[src/rtl/wordbank_bridge.sv]
module wordbank_bridge #(
  parameter int DW  = 8,
  parameter int NCH = 2,
  parameter int AW  = 3
) (
  input  logic              clk,
  input  logic              rst_n,
  input  logic [AW-1:0]     bus_addr,
  input  logic              bus_rd,
  input  logic              bus_wr,
  input  logic [DW-1:0]     bus_wdata,
  output logic [DW-1:0]     bus_rdata,
  output logic [2*DW-1:0]   ctr_q,
  output logic [2*DW-1:0]   da_q,
  output logic [2*DW-1:0]   db_q,
  input  logic              core_load,
  input  logic [2*DW-1:0]   core_val,
  output logic [NCH-1:0]    stop_q
);
  localparam int NREG = 3;
  localparam int WW   = 2 * DW;
  localparam logic [AW-1:0] STOP_ADDR = AW'(2 * NREG);

  logic [WW-1:0] regs [NREG];
  logic [DW-1:0] tmp_q;
  logic [DW-1:0] rdata_q;
  logic [NCH-1:0] stop_r;
  logic [WW-1:0] live;

  wire [AW-2:0] sel     = bus_addr[AW-1:1];
  wire          is_lo   = bus_addr[0];
  wire          in_bank = bus_addr < STOP_ADDR;
  wire          wr_lo   = bus_wr && in_bank && is_lo;

  always_comb begin
    live = '0;
    for (int i = 0; i < NREG; i++)
      if (sel == (AW-1)'(i)) live = regs[i];
  end

  always_ff @(posedge clk) begin
    if (!rst_n) begin
      tmp_q <= '0;
    end else if (bus_wr && in_bank && !is_lo) begin
      tmp_q <= bus_wdata;
    end else if (bus_rd && in_bank && !is_lo) begin
      tmp_q <= live[DW-1:0];
    end
  end

  for (genvar g = 0; g < NREG; g++) begin : g_reg
    always_ff @(posedge clk) begin
      if (!rst_n)
        regs[g] <= '0;
      else if (wr_lo && sel == (AW-1)'(g))
        regs[g] <= {tmp_q, bus_wdata};
      else if (g == 0 && core_load)
        regs[g] <= core_val;
    end
  end

  always_ff @(posedge clk) begin
    if (!rst_n)
      stop_r <= '1;
    else if (bus_wr && bus_addr == STOP_ADDR)
      stop_r <= bus_wdata[NCH-1:0];
  end

  always_ff @(posedge clk) begin
    if (!rst_n)
      rdata_q <= '0;
    else if (bus_rd) begin
      if (in_bank)
        rdata_q <= is_lo ? tmp_q : live[WW-1:DW];
      else if (bus_addr == STOP_ADDR)
        rdata_q <= DW'(stop_r);
      else
        rdata_q <= '0;
    end
  end

  assign bus_rdata = rdata_q;
  assign ctr_q     = regs[0];
  assign da_q      = regs[1];
  assign db_q      = regs[2];
  assign stop_q    = stop_r;
endmodule

[config.mk]
export PLATFORM = sky130hd
export DESIGN_NAME = wordbank_bridge
export DESIGN_NICKNAME = d
export VERILOG_FILES = /design/src/rtl/wordbank_bridge.sv
export SDC_FILE = /design/constraint.sdc
export NUM_CORES = 1
export LEC_CHECK = 0
export BUFFER_PORTS_ARGS = -buffer_cell sky130_fd_sc_hd__buf_4
export CORE_MARGIN = 4
export CORE_UTILIZATION = 55
export DETAILED_ROUTE_END_ITERATION = 8
export HOLD_SLACK_MARGIN = 0.15
export PLACE_DENSITY = 0.84
export SLEW_MARGIN = 20
export SYNTH_ARGS = -nofsm -noshare
export SYNTH_HDL_FRONTEND = slang
export SYNTH_SLANG_ARGS = --single-unit
export TNS_END_PERCENT = 20
[constraint.sdc]
create_clock -name clk -period 4.6 [get_ports clk]
set_clock_uncertainty 0.1 [all_clocks]
set_input_delay 0.23 -clock clk [delete_from_list [all_inputs] [get_ports clk]]
set_output_delay 0.23 -clock clk [all_outputs]
set_load 0.005 [all_outputs]
==> results.sh <==
export IMPL_cp_required_ns=4.71
export IMPL_vias=2671
export IMPL_cts_setup_buffers=0
export IMPL_reg2reg_slack_ns=2.87
export IMPL_hpwlAfterDp_um=5560
export IMPL_layout_nets=408
export IMPL_drtIter0Drc=282
export IMPL_drive_above_1_share_pct=29.4
export IMPL_drtPass1Iterations=5
export IMPL_postSynth_asyncResetShare_pct=0
export IMPL_core_mm2=0.00524
export IMPL_fin_crit_ns=2.71
export IMPL_grt_max_degree=34
export IMPL_gp_congestion=0.861
export IMPL_grt_pass1_wl_um=13400
export IMPL_clk_path_buf_depth=2
export IMPL_whs_path_depth=3
export IMPL_crit_arrival_ns=2.81
export IMPL_cpMaxStageDelayCell="nor3_4"
export IMPL_cts_buffers_inserted=9
export IMPL_fp_row_count=26
export IMPL_setup_viol=0
export IMPL_yosysSeqAreaShare_pct=59.1
export IMPL_syn_nets=287
export IMPL_nFillCells=304
export IMPL_cp_common_cell="dlygate4sd3_1"
export IMPL_regArea_mm2=0.00180
export IMPL_synth_top_area_cell="edfxtp_1"
export IMPL_min_to="bus_rdata[4]"
export IMPL_tns_ns=0
export IMPL_die_h_um=82.5
export IMPL_synth_edf_count=48
export IMPL_multiInputGateArea_mm2=0.00111
export IMPL_grtUsageTotal_pct=27.1
export IMPL_fmax_ghz=0.369
export IMPL_cts_root_buf="clkbuf_8"
export IMPL_hold_start="bus_addr[0]"
export IMPL_die_area_mm2=0.00680
export IMPL_p_leak_nw=1.77
export IMPL_cp_slowest_stage_delay_ns=0.70
export IMPL_overflow=0
export IMPL_clk_pin_slew_ns=0.07
export IMPL_clk_latency_ns=0.34
export IMPL_finalCritPeriodShare_pct=58.9
export IMPL_antenna_found_initial=0
export IMPL_netlist_area_mm2=0.00305
export IMPL_grt_pass1_vias=2688
export IMPL_netlist_instances=255
export IMPL_drv_cap=0
export IMPL_antenna_cells=0
export IMPL_ant_nets=0
export IMPL_r2r_end="bus_rdata[0]"
export IMPL_synth_distinct_cells=37
export IMPL_synth_seq_cells=66
export IMPL_via_per_inst=5.92
export IMPL_syn_avg_cell_area_um2=12.0
export IMPL_pin_count=90
export IMPL_synth_top_cell_area_share_pct=47.3
export IMPL_synth_warnings=0
export IMPL_rsz0062_at_grt="false"
export IMPL_routed_wl_um=8610
export IMPL_pwr_density_cell_mw_per_mm2=322
export IMPL_finalHoldViolations=0
export IMPL_cp_end_kind="flip-flop"
export IMPL_worstReg2RegStart="regs[1][8]"
export IMPL_port_buffers=89
export IMPL_critical_path_class="in -> reg"
export IMPL_htreeDepth=3
export IMPL_cts_tree="done"
export IMPL_tightest_slew_ns=0.735
export IMPL_status="finished, final reports clean"
export IMPL_synth_area_leaders="edfxtp_1 (47%), dfxtp_1 (12%), mux2i_1 (4.9%), a22o_1 (4.6%), and2_1 (3.3%)"
export IMPL_ir_drop_uv=200
export IMPL_synth_main_ff_cell="edfxtp_1"
export IMPL_crit_path_start="rst_n"
export IMPL_crit_fanout=19
export IMPL_cts_resized_gates=0
export IMPL_drcViolationCount=0
export IMPL_r2r_cells=4
export IMPL_synthTopCellsByCount="edfxtp_1 (48), dfxtp_1 (18), nor3_1 (17), a22o_1 (16), and2_1 (16)"
export IMPL_utilization_pct=81.2
export IMPL_startpoint_type="input pin"
export IMPL_wl_per_cell_um=19.1
export IMPL_drv_slew=0
export IMPL_die_x_um=82.5
export IMPL_path_cells="dlygate4sd3_1 -> buf_4 -> nand3_2 -> nor3_4 -> a22o_1 -> dlygate4sd3_1"
export IMPL_synth_most_common_cell="edfxtp_1"
export IMPL_min_path_type="in -> reg"
export IMPL_cts_sinks=66
export IMPL_area_growth_pct=39.5
export IMPL_start_util_pct=58.2
export IMPL_relSlewSlack_pct=50.9
[layout by cell type (no fill, tap or decap), types with 3 or more instances in the layout]
cell type,instances
buf_4,92
edfxtp_1,48
dlygate4sd3_1,35
dfxtp_1,18
nor3_1,17
a22o_1,16
and2_1,16
nand2_1,15
mux2i_1,15
a21oi_1,15
nor2_1,13
inv_1,10
clkbuf_8,9
o21ai_0,8
o22a_1,8
a32o_1,7
o32ai_1,6
nand3_1,5
clkbuf_1,3
[layout make-up]
cell class / instances / area share [%]
clock buffer: 12 / 3.18
inverter: 10 / 0.882
timing repair buffer: 127 / 24.5
tap: 70 / 2.06
sequential: 66 / 42.4
multi-input combinational: 162 / 26.1
clock inverter: 4 / 1.00
[stage by stage]
stage	cells	hold slack (ns)	cell area [um^2]	setup slack [ns]	power, mW
floorplan	255	0.230	3050	1.51	0.799
global placement	400	0.352	3730	2.52	0.893
detailed placement	400	0.357	3730	2.46	0.897
CTS	451	0.239	4250	1.96	1.37
global route	451	0.257	4250	1.76	1.42
finish	451	0.247	4250	1.89	1.37
[cell families after synthesis]
| family | count (synthesis) | synth area share [%] |
|---|---|---|
| DFF | 66 | 59.1 |
| buffers and inverters | 27 | 4.84 |
| muxes | 16 | 5.29 |
| and+or+nand+nor | 76 | 13.1 |
| AOI/OAI and AO/OA | 70 | 17.7 |
[layer usage]
layer	vias up	global-route usage (%)	wire length, um
met3	27	8.46	970
met4	0	9.80	213
li1	1214	-	-
met1	1261	33.3	3270
met2	169	44.7	4160
met5	-	0	0
[report_power, final]
part / leakage (nW) / switching [mW] / total [mW] / internal (mW)
Combinational: 1.04 / 0.102 / 0.214 / 0.112
Sequential: 0.643 / 0.0233 / 0.700 / 0.677
Clock: 0.0894 / 0.210 / 0.456 / 0.247
[registers in the layout (all words and copies together), names as in the netlist]
name,count
regs,48
tmp_q,8
bus_rdata,8
stop_q,2
[worst max-delay path by stage]
stage,cells past startpoint,to,slack (ns)
after floorplan,3,regs[0][0],1.51
after global placement,4,regs[2][0],2.52
after detailed placement,4,regs[2][0],2.46
after CTS,6,regs[0][6],1.96
after global routing,6,regs[0][0],1.76
final,6,regs[0][0],1.89
[worst max-delay path: cells and delay by family]
family	cells	cell delay, ns
buffers and inverters	3	1.29
AND/OR/NAND/NOR	2	1.04
AO/OA/AOI/OAI	1	0.26
[timing repair]
action | 4_1_cts | 5_1_grt
hold buffers | 35 | 0
setup endpoints to repair | 0 | 0
hold endpoints to repair | 41 | 0
No activity file was read; power rests on OpenSTA's default activity.
